<file path="src/rtl/thermal_vsel_pkg.sv">
package thermal_vsel_pkg;

    typedef enum logic [1:0] {
        POL_EQ   = 2'd0,
        POL_STAT = 2'd1,
        POL_NONE = 2'd2
    } policy_e;

    typedef enum logic [1:0] {
        ST_FOLLOW = 2'd0,
        ST_WARM   = 2'd1,
        ST_HOLD   = 2'd2
    } state_e;

endpackage

</file>
<file path="src/rtl/tvs_region_lookup.sv">
module tvs_region_lookup #(
    parameter int N  = 8,
    parameter int TW = 8,
    parameter int LW = 4
) (
    input  logic [TW-1:0]     temp,
    input  logic [(N-1)*TW-1:0] tth_hi,
    input  logic [N-2:0]      cand_hi,
    output logic [LW-1:0]     lvl
);

    // highest candidate whose threshold the temperature has reached
    always_comb begin
        lvl = LW'(1);
        for (int k = 1; k < N; k++) begin
            if (cand_hi[k-1] && ($signed(temp) >= $signed(tth_hi[(k-1)*TW +: TW])))
                lvl = LW'(k + 1);
        end
    end

endmodule

</file>
<file path="src/rtl/tvs_policy.sv">
module tvs_policy
    import thermal_vsel_pkg::*;
#(
    parameter int N  = 8,
    parameter int TW = 8,
    parameter int LW = 4
) (
    input  logic [(N-1)*TW-1:0] tth_hi,
    input  logic [N*TW-1:0]     teq,
    input  logic [N-2:0]        cand_hi,
    input  logic [TW-1:0]       tlim,
    output policy_e             pol,
    output logic [LW-1:0]       tgt,
    output logic [LW-1:0]       prv
);

    logic signed [TW-1:0] upper;
    logic                 in_any;
    logic                 found;
    logic [LW-1:0]        last;

    always_comb begin
        // pass 1: does any level settle inside its own region
        upper  = $signed(tlim);
        in_any = 1'b0;
        for (int k = N - 1; k >= 1; k--) begin
            if (cand_hi[k-1]) begin
                if (($signed(teq[k*TW +: TW]) >= $signed(tth_hi[(k-1)*TW +: TW])) &&
                    ($signed(teq[k*TW +: TW]) < upper))
                    in_any = 1'b1;
                upper = $signed(tth_hi[(k-1)*TW +: TW]);
            end
        end
        if ($signed(teq[TW-1:0]) < upper)
            in_any = 1'b1;

        // pass 2: smallest level that cools below its own threshold
        found = 1'b0;
        tgt   = LW'(1);
        prv   = LW'(1);
        last  = LW'(1);
        for (int k = 1; k < N; k++) begin
            if (cand_hi[k-1]) begin
                if (!found && ($signed(teq[k*TW +: TW]) < $signed(tth_hi[(k-1)*TW +: TW]))) begin
                    found = 1'b1;
                    tgt   = LW'(k + 1);
                    prv   = last;
                end
                last = LW'(k + 1);
            end
        end

        if (in_any)
            pol = POL_EQ;
        else if (found)
            pol = POL_STAT;
        else
            pol = POL_NONE;
    end

endmodule

</file>
<file path="src/rtl/tvs_warm_timer.sv">
module tvs_warm_timer #(
    parameter int CW = 16
) (
    input  logic          clk,
    input  logic          rst_n,
    input  logic          clear,
    input  logic [CW-1:0] limit,
    output logic          done
);

    logic [CW-1:0] cnt_q;

    assign done = (cnt_q >= limit);

    // saturates at the limit, so it can never wrap
    always_ff @(posedge clk) begin
        if (!rst_n || clear)
            cnt_q <= '0;
        else if (!done)
            cnt_q <= cnt_q + CW'(1);
    end

endmodule

</file>
<file path="src/rtl/thermal_vsel.sv">
module thermal_vsel
    import thermal_vsel_pkg::*;
#(
    parameter int N         = 8,
    parameter int TW        = 8,
    parameter int CW        = 16,
    parameter int DEF_LIMIT = 90
) (
    input  logic                 clk,
    input  logic                 rst_n,
    input  logic [TW-1:0]        temp_i,
    input  logic                 temp_vld_i,
    input  logic                 tbl_load_i,
    input  logic [(N-1)*TW-1:0]  tth_i,
    input  logic [N*TW-1:0]      teq_i,
    input  logic [N-2:0]         lvl_en_i,
    input  logic [CW-1:0]        warm_cyc_i,
    input  logic [TW-1:0]        tlim_i,
    output logic [$clog2(N+1)-1:0] lvl_o,
    output logic                 chg_o,
    output logic                 stat_mode_o,
    output logic                 over_lim_o
);

    localparam int LW = $clog2(N + 1);

    // candidate screening of incoming table
    logic [N-2:0] cand_in;

    generate
        for (genvar g = 0; g < N - 1; g++) begin : g_cand
            assign cand_in[g] = lvl_en_i[g] &&
                                ($signed(tth_i[g*TW +: TW]) < $signed(tlim_i));
        end
    endgenerate

    policy_e       pol_in;
    logic [LW-1:0] tgt_in;
    logic [LW-1:0] prv_in;

    tvs_policy #(.N(N), .TW(TW), .LW(LW)) u_policy (
        .tth_hi  (tth_i),
        .teq     (teq_i),
        .cand_hi (cand_in),
        .tlim    (tlim_i),
        .pol     (pol_in),
        .tgt     (tgt_in),
        .prv     (prv_in)
    );

    // loaded configuration
    logic [(N-1)*TW-1:0] tth_q;
    logic [N-2:0]        cand_q;
    logic [TW-1:0]       tlim_q;
    logic [CW-1:0]       warm_q;
    policy_e             pol_q;
    logic [LW-1:0]       tgt_q;
    logic [LW-1:0]       prv_q;

    always_ff @(posedge clk) begin
        if (!rst_n) begin
            tth_q  <= '0;
            cand_q <= '0;
            tlim_q <= TW'(DEF_LIMIT);
            warm_q <= '0;
            pol_q  <= POL_EQ;
            tgt_q  <= LW'(1);
            prv_q  <= LW'(1);
        end else if (tbl_load_i) begin
            tth_q  <= tth_i;
            cand_q <= cand_in;
            tlim_q <= tlim_i;
            warm_q <= warm_cyc_i;
            pol_q  <= pol_in;
            tgt_q  <= tgt_in;
            prv_q  <= prv_in;
        end
    end

    // region level of the live sample
    logic [LW-1:0] reg_lvl;

    tvs_region_lookup #(.N(N), .TW(TW), .LW(LW)) u_region (
        .temp    (temp_i),
        .tth_hi  (tth_q),
        .cand_hi (cand_q),
        .lvl     (reg_lvl)
    );

    // thresholds of target and the level below it
    int                   tgt_idx;
    int                   prv_idx;
    logic signed [TW-1:0] tth_tgt;
    logic signed [TW-1:0] tth_prv;
    logic                 below_tgt;
    logic                 below_prv;

    always_comb begin
        tgt_idx   = (tgt_q >= LW'(2)) ? int'(tgt_q) - 2 : 0;
        prv_idx   = (prv_q >= LW'(2)) ? int'(prv_q) - 2 : 0;
        tth_tgt   = $signed(tth_q[tgt_idx*TW +: TW]);
        tth_prv   = $signed(tth_q[prv_idx*TW +: TW]);
        below_tgt = ($signed(temp_i) < tth_tgt);
        below_prv = (prv_q >= LW'(2)) && ($signed(temp_i) < tth_prv);
    end

    // state machine
    state_e        state_q;
    state_e        state_d;
    logic [LW-1:0] lvl_q;
    logic [LW-1:0] lvl_d;
    logic          over_q;
    logic          over_d;
    logic          chg_q;
    logic          warm_done;
    logic          stat_pol;

    assign stat_pol = (pol_q == POL_STAT);

    tvs_warm_timer #(.CW(CW)) u_warm (
        .clk   (clk),
        .rst_n (rst_n),
        .clear (state_q != ST_WARM),
        .limit (warm_q),
        .done  (warm_done)
    );

    always_comb begin
        state_d = state_q;
        lvl_d   = lvl_q;
        over_d  = over_q;
        if (tbl_load_i) begin
            state_d = ST_FOLLOW;
            over_d  = 1'b0;
        end else if (temp_vld_i) begin
            over_d = (pol_q == POL_NONE) && ($signed(temp_i) >= $signed(tlim_q));
            unique case (state_q)
                ST_FOLLOW: begin
                    if (stat_pol && (reg_lvl >= tgt_q)) begin
                        state_d = ST_HOLD;          // drop
                        lvl_d   = tgt_q;
                    end else if (stat_pol && (reg_lvl >= prv_q)) begin
                        state_d = ST_WARM;          // enter-warm
                        lvl_d   = prv_q;
                    end else begin
                        lvl_d   = reg_lvl;
                    end
                end
                ST_WARM: begin
                    if (below_prv) begin
                        state_d = ST_FOLLOW;        // fall-back
                        lvl_d   = reg_lvl;
                    end else if (warm_done && !below_tgt) begin
                        state_d = ST_HOLD;          // drop
                        lvl_d   = tgt_q;
                    end
                end
                ST_HOLD: begin
                    if (below_tgt) begin
                        state_d = ST_WARM;          // raise
                        lvl_d   = prv_q;
                    end
                end
                default: begin
                    state_d = ST_FOLLOW;
                end
            endcase
        end
    end

    always_ff @(posedge clk) begin
        if (!rst_n)
            state_q <= ST_FOLLOW;
        else
            state_q <= state_d;
    end

    always_ff @(posedge clk) begin
        if (!rst_n) begin
            lvl_q  <= LW'(1);
            chg_q  <= 1'b0;
            over_q <= 1'b0;
        end else begin
            lvl_q  <= lvl_d;
            chg_q  <= (lvl_d != lvl_q);
            over_q <= over_d;
        end
    end

    assign lvl_o       = lvl_q;
    assign chg_o       = chg_q;
    assign stat_mode_o = stat_pol;
    assign over_lim_o  = over_q;

endmodule

</file>
<file path="config.mk">
export PLATFORM = sky130hd
export DESIGN_NAME = thermal_vsel
export DESIGN_NICKNAME = d
export VERILOG_FILES = /design/src/rtl/thermal_vsel_pkg.sv /design/src/rtl/tvs_region_lookup.sv /design/src/rtl/tvs_policy.sv /design/src/rtl/tvs_warm_timer.sv /design/src/rtl/thermal_vsel.sv
export SDC_FILE = /design/constraint.sdc
export NUM_CORES = 1
export LEC_CHECK = 0
export ABC_CLOCK_PERIOD_IN_PS = 6600
export BUFFER_PORTS_ARGS = -buffer_cell sky130_fd_sc_hd__buf_4
export CAP_MARGIN = 20
export CORE_MARGIN = 2
export CORE_UTILIZATION = 60
export DETAILED_ROUTE_END_ITERATION = 10
export GPL_ROUTABILITY_DRIVEN = 0
export PLACE_DENSITY = 0.88
export SYNTH_ARGS = -nofsm -noshare
export SYNTH_HDL_FRONTEND = slang
export SYNTH_SLANG_ARGS = --single-unit
</file>
<file path="constraint.sdc">
create_clock -name clk -period 6.6 [get_ports clk]
set_input_delay 0.99 -clock clk [delete_from_list [all_inputs] [get_ports clk]]
set_output_delay 0.99 -clock clk [all_outputs]
set_load 0.02 [all_outputs]
</file>
# --- After elaboration in Yosys (flattened, before gate mapping) ---
# Cells that the tools add are included.
totals:
  reg_bits: 121
  input_bits: 163
  output_inout_bits: 7
op_classes:
  add_sub_neg: 3
  magnitude_cmp: 44
  eq_ne: 9
  shifts: 2
  mux: 93
  bitwise_logic: 1
  reduce_logical: 44
ops:
  columns: ["cell", "count"]
  rows:
  - ["8-bit < comparator", 24]
  - ["4-bit 2-to-1 mux", 32]
  - ["8-bit >= comparator", 15]
  - ["56-bit by 32-bit variable part select with 8-bit output", 2]
  - ["29-bit 2-to-1 mux", 2]
  - ["8-bit 2-to-1 mux", 7]
  - ["1-bit logical AND", 32]
  - ["1-bit 2-to-1 mux", 29]
  - ["2-bit 2-to-1 mux", 13]
  - ["3-bit 2-to-1 mux", 8]
  - ["16-bit by 1-bit adder with 16-bit output (second input constant)", 1]
  - ["16-bit >= comparator", 1]
  - ["4-bit case mux with 3 select lines", 1]
  - ["4-bit by 2-bit subtractor with 5-bit output (second input constant)", 2]
  - ["4-bit by 2-bit >= comparator with 1-bit output (second input constant)", 2]
  - ["4-bit >= comparator", 2]
  - ["1-bit zero test", 8]
  - ["3-bit != test (second input constant)", 2]
  - ["2-bit case mux with 3 select lines", 1]
  - ["2-bit by 1-bit == test with 1-bit output (second input constant)", 2]
  - ["2-bit == test (second input constant)", 2]
  - ["4-bit != test", 1]
  - ["4-bit AND reduction", 1]
  - ["2-bit zero test", 1]
  - ["other kinds (5)", 5]

# --- Logic depth before layout (Yosys ltp) ---
depth:
  word_depth: 29
  depth_mapped: 25
  ltp_nobuf: 22

# --- Modules after synthesis ---
# A second synthesis with hierarchy kept.
hier_totals:
  hier_cells: 1730
  area_unflattened_um2: 14209.9
modules_own_cells:
  columns: ["module", "instances", "cells_per_inst", "area_per_inst_um2"]
  rows:
  - ["thermal_vsel", 1, 847, 7403.4]
  - ["tvs_policy", 1, 527, 4097.7]
  - ["tvs_region_lookup", 1, 207, 1532.7]
  - ["tvs_warm_timer", 1, 149, 1176.1]

# --- Least setup slack after synthesis ---
# OpenSTA, ideal clock, no wires.
synth_path:
  kind: "input to register"
  from: "in tlim_i[5]"
  to: "reg pol_q[1]"
  setup_time_ns: 0.118
  arrival_time_ns: 4.745
  required_ns: 6.482
  slack_ns: 1.737
  cell_stages: 21
  cell_sequence: "inv_1 ha_1 a21o_1 a2111oi_0 o31ai_1 a21oi_1 a21oi_1 nand2_1 a31oi_1 mux2_2 o21ai_1 inv_1 ha_1 a211o_1 o22ai_1 o21a_1 a41oi_1 o21ai_1 mux2_1 o21ai_1 o21ai_1"
synth_between:
  elab_chain_cells: 29
  word_cells_on_any_way: 78
  classes_between: "order compare: 15; mux: 37; reduce/logical: 26"
synth_lines:
  columns: ["element", "line_no", "rtl"]
  rows:
  - ["start: declaration", "thermal_vsel.sv:18", "input logic [TW-1:0] tlim_i,"]
  - ["8-bit < comparator", "thermal_vsel.sv:33", "($signed(tth_i[g*TW +: TW]) < $signed(tlim_i));"]
  - ["1-bit logical AND", "thermal_vsel.sv:32", "assign cand_in[g] = lvl_en_i[g] &&"]
  - ["1-bit 2-to-1 mux", "tvs_policy.sv:43", "if (cand_hi[k-1]) begin"]
  - ["1-bit zero test", "tvs_policy.sv:44", "if (!found && ($signed(teq[k*TW +: TW]) < $signed(tth_hi[(k-1)*TW +: TW]))) begin"]
  - ["1-bit logical AND", "tvs_policy.sv:44", null]
  - ["1-bit 2-to-1 mux", "tvs_policy.sv:44", null]
  - ["1-bit 2-to-1 mux", "tvs_policy.sv:43", null]
  - ["1-bit zero test", "tvs_policy.sv:44", null]
  - ["[... 13 more ...]", null, null]
  - ["1-bit 2-to-1 mux", "tvs_policy.sv:44", null]
  - ["1-bit 2-to-1 mux", "tvs_policy.sv:43", null]
  - ["1-bit zero test", "tvs_policy.sv:44", null]
  - ["1-bit logical AND", "tvs_policy.sv:44", null]
  - ["1-bit 2-to-1 mux", "tvs_policy.sv:44", null]
  - ["1-bit 2-to-1 mux", "tvs_policy.sv:43", null]
  - ["2-bit 2-to-1 mux", "tvs_policy.sv:55", "else if (found)"]
  - ["2-bit 2-to-1 mux *", "tvs_policy.sv:53", "if (in_any)"]
  - ["end signal: assignment", "thermal_vsel.sv:74", "pol_q <= pol_in;"]
  - ["end: declaration", "thermal_vsel.sv:56", "policy_e pol_q;"]
# Every way passes the cells marked *; elsewhere a longest branch is shown, timed or not.
# A chain may end at the register's enable or synchronous reset.

# --- Worst setup path after layout ---
layout_path:
  from: "reg tgt_q[2]"
  to: "reg chg_q (netlist: chg_o)"
layout_between:
  elab_chain_cells: 12
  word_cells_on_any_way: 17
  classes_between: "add/sub: 1; order compare: 3; eq/ne: 1; shift: 1; mux: 8; reduce/logical: 3"
layout_lines:
  columns: ["element", "line_no", "rtl"]
  rows:
  - ["start: declaration", "thermal_vsel.sv:57", "logic [LW-1:0] tgt_q;"]
  - ["start signal: assignment", "thermal_vsel.sv:75", "tgt_q <= tgt_in;"]
  - ["4-bit by 2-bit subtractor with 5-bit output or 4-bit by 2-bit >= comparator with 1-bit output (tied branches)", "thermal_vsel.sv:99", "tgt_idx = (tgt_q >= LW'(2)) ? int'(tgt_q) - 2 : 0;"]
  - ["29-bit 2-to-1 mux", "thermal_vsel.sv:99", null]
  - ["56-bit by 32-bit variable part select with 8-bit output", "thermal_vsel.sv:101", "tth_tgt = $signed(tth_q[tgt_idx*TW +: TW]);"]
  - ["8-bit < comparator", "thermal_vsel.sv:103", "below_tgt = ($signed(temp_i) < tth_tgt);"]
  - ["1-bit zero test", "thermal_vsel.sv:153", "end else if (warm_done && !below_tgt) begin"]
  - ["1-bit logical AND", "thermal_vsel.sv:153", null]
  - ["4-bit 2-to-1 mux", "thermal_vsel.sv:153", null]
  - ["4-bit 2-to-1 mux", "thermal_vsel.sv:150", "if (below_prv) begin"]
  - ["4-bit case mux with 3 select lines *", "thermal_vsel.sv:137", "unique case (state_q)"]
  - ["4-bit 2-to-1 mux *", "thermal_vsel.sv:135", "end else if (temp_vld_i) begin"]
  - ["4-bit 2-to-1 mux *", "thermal_vsel.sv:132", "if (tbl_load_i) begin"]
  - ["4-bit != test *", "thermal_vsel.sv:185", "chg_q <= (lvl_d != lvl_q);"]
  - ["end signal: assignment", "thermal_vsel.sv:185", null]
  - ["end: declaration", "thermal_vsel.sv:114", "logic chg_q;"]
# Marked as above.

==> results_dict.tcl <==
set metrics [dict create \
    reg2reg_depth 21 \
    cts_tree "built" \
    ir_drop_mv 0.2098 \
    fin_ws_ns 1.031 \
    finalCritPeriodShare_pct 84.37 \
    worst_pin_slew_ns 1.121 \
    finalCriticalPeriod_ns 5.569 \
    die_w_um 152.6 \
    yosysSeqAreaShare_pct 18.14 \
    cts_buffers 17 \
    synth_flop_cell "dfxtp_1" \
    synth_top_cell_area_share_pct 24.75 \
    antenna_found_initial 0 \
    clock-sinks 120 \
    initial_core_util_pct 60.87 \
    route.detailed.drc 0 \
    core_area_sq_um 21760 \
    synth_edf_count 0 \
    rr_startpoint "tgt_q[2]" \
    syn_avg_cell_area_sq_um 7.817 \
    ys_ff_latch 120 \
    worstPathMaxFanout 15 \
    worst_ep_required_time_ns 6.88 \
    post_cts_buffers 0 \
    power.density_nw_per_um2 193.9 \
    pin_count 170 \
    cp-end-kind "flop" \
    post-place-ws_ns 0.8369 \
    synth_area_leaders "ha_1, dfxtp_1, mux2i_1" \
    htreeDepth 4 \
    setup_viol 0 \
    antennaDiodeCount 0 \
    fp.dieH_um 152.6 \
    hold_class "flop to flop" \
    cts_resized 0 \
    clk_root_buffer_cell "clkbuf_16" \
    io_buffers 169 \
    grt_overflow_total 0 \
    cp-start-kind "flop" \
    crit_path_frequent_cell "ha_1" \
    drive_gt1_share_pct 13.65 \
    rsz0062_at_grt "no" \
    maxCapViolations 0 \
    clockBufferDepth 2 \
    wirelength_um 44140 \
    slowest_delay_ns 0.58 \
    clock_skew_ns 0.01010 \
    drv_slew 0 \
    syn_to_final_growth_pct 16.05 \
    insertion_delay_ns 0.44 \
    fmax_mhz 179.6 \
    p_leak_nw 7.201 \
    slew_headroom_pct 25.16 \
    syn_area_sq_um 13240 \
    grt_first_pass_wirelength_um 69750 \
    path_cells "inv_1 -> ha_1 -> ha_1 -> nor2_2 -> buf_4 -> o21ai_2 -> nor2_1 -> a21oi_1 -> nand2_1 -> o211ai_1 -> ha_1 -> a21o_1 -> a2111oi_0 -> o21ai_1 -> o31ai_4 -> or2_1 -> o21bai_4 -> a221o_1 -> and3_4 -> a2111oi_4 -> a31oi_1" \
    totalPowerFinal_w 0.002980 \
    cts_hold_buf 0 \
    grt_start_max_net_pins 90 \
    num_vias 14119 \
    synth_nets 2119 \
    grt_pass1_vias 13890 \
    hp-start "over_lim_o" \
    synthTopCellsByCount "ha_1, inv_1, nor2_1" \
    synth_area_leader_cell "ha_1" \
    min_to "over_lim_o" \
    yosysWarnings 0 \
    critPathKind "flop to flop" \
    clk_pin_slew_ns 0.06 \
    r2r_end "chg_o" \
    status "finished, final reports clean" \
    via_per_inst 6.616 \
    grt_use_total_pct 36.86 \
    startpoint "tgt_q[2]" \
    hold_viol_final 0 \
    async_reset_ff_share_pct 0 \
    synthCells 1694 \
    whs_ns 0.4613 \
    final_nets 2266 \
    final_util_pct 70.64 \
    synth.most_common_cell "ha_1" \
    arrival_ns 5.85 \
    die_area_sq_um 23280 \
    synthDistinctLibCells 95 \
    drt_pass1_iterations 6 \
    postRouteAntennaNets 0 \
    finalSetupTns_ns 0 \
    drt_iter0_drc 1665 \
    rrSetupSlack_ns 1.03 \
    cp_slowest_cell "dfxtp_1" \
    rows 54 \
    hold_depth 2 \
    place.detailed.hpwl_um 34630 \
    wire_per_inst_um 20.68 \
]
## registers in the layout (all words and copies together) (netlist names)
register      cells
chg_o             1
tlim_q            8
over_lim_o        1
cand_q            7
u_warm.cnt_q     16
prv_q             3
lvl_o             4
state_q           2
pol_q             2
warm_q           16
tgt_q             4
tth_q            56
## worst max-delay path by stage
stage                     endpoint  slack, ns
after CTS                    chg_o       1.23
final                        chg_o       1.03
after detailed placement  pol_q[0]       0.84
after global placement    pol_q[1]       1.04
after global routing         chg_o       0.54
after floorplan           pol_q[1]       1.74
## metal layers
| layer | global-route usage [%] | vias up | share of wire, % |
|---|---|---|---|
| met2 | 59.53 | 954 | 45 |
| met3 | 7.622 | 259 | 11 |
| met1 | 44.26 | 6457 | 37 |
| li1 | - | 6449 | - |
| met4 | 24.60 | 0 | 7.0 |
| met5 | 0 | - | 0 |
## metrics by stage
step | area [sq um] | std cells
2_1_floorplan | 13240 | 1694
3_3_place_gp | 14710 | 2100
3_5_place_dp | 14710 | 2100
4_1_cts | 15350 | 2132
5_1_grt | 15370 | 2134
6_report | 15370 | 2134
## critical path, delay by kind of cell, from the launching register on
family / cells / cell delay (ns)
DFF: 1 / 0.58
adders and majority gates: 3 / 0.87
buffers and inverters: 2 / 0.37
and+or+nand+nor: 5 / 1.20
AOI/OAI and AO/OA: 11 / 2.39
## layout make-up
cell class,instances,area [sq um]
clock buffer,21,470.5
clock inverter,11,170.2
multi-input combinational,1337,9926
tap,280,350.3
timing repair buffer,179,1351
sequential,120,2402
fill,1678,6387
inverter,186,698.2
## cells in the final DEF, fill, tap and decap left out, types with 11 or more instances in the layout
cell type  instances
nand2_1          135
a31oi_1           20
a221oi_1          12
nand2b_1          24
o21ai_1           26
nor2_1           182
o31ai_1           11
mux2i_1           81
o21a_1            25
ha_1             262
nand4_1           24
o211ai_1          19
nand3_1           40
dfxtp_1          120
inv_1            185
and3_1            12
clkbuf_16         17
buf_4            178
o22ai_1           18
nor2b_1           32
a21oi_1          125
nor3_1            25
a211oi_1          16
o21ai_0           61
a21o_1            25
## power by group
part           internal (W)  switching (W)  total [W]  leakage, nW
registers          0.000766      0.0000597   0.000826        0.987
logic              0.000477       0.000669    0.00115         5.91
clock network      0.000660       0.000348    0.00101        0.305
## cell families (layout without fill, tap and decap cells)
group,count (synthesis),count (layout),share of synthesized area (%)
xor gates and xnor gates,12,12,0.7936
muxes,98,98,8.248
DFF,120,120,18.14
adders and majority gates,262,262,24.75
buffers and inverters,237,397,6.907
AOI/OAI and AO/OA,439,439,22.12
and+or+nand+nor,526,526,19.04
Note: power is estimated with default switching activity, not from simulation.
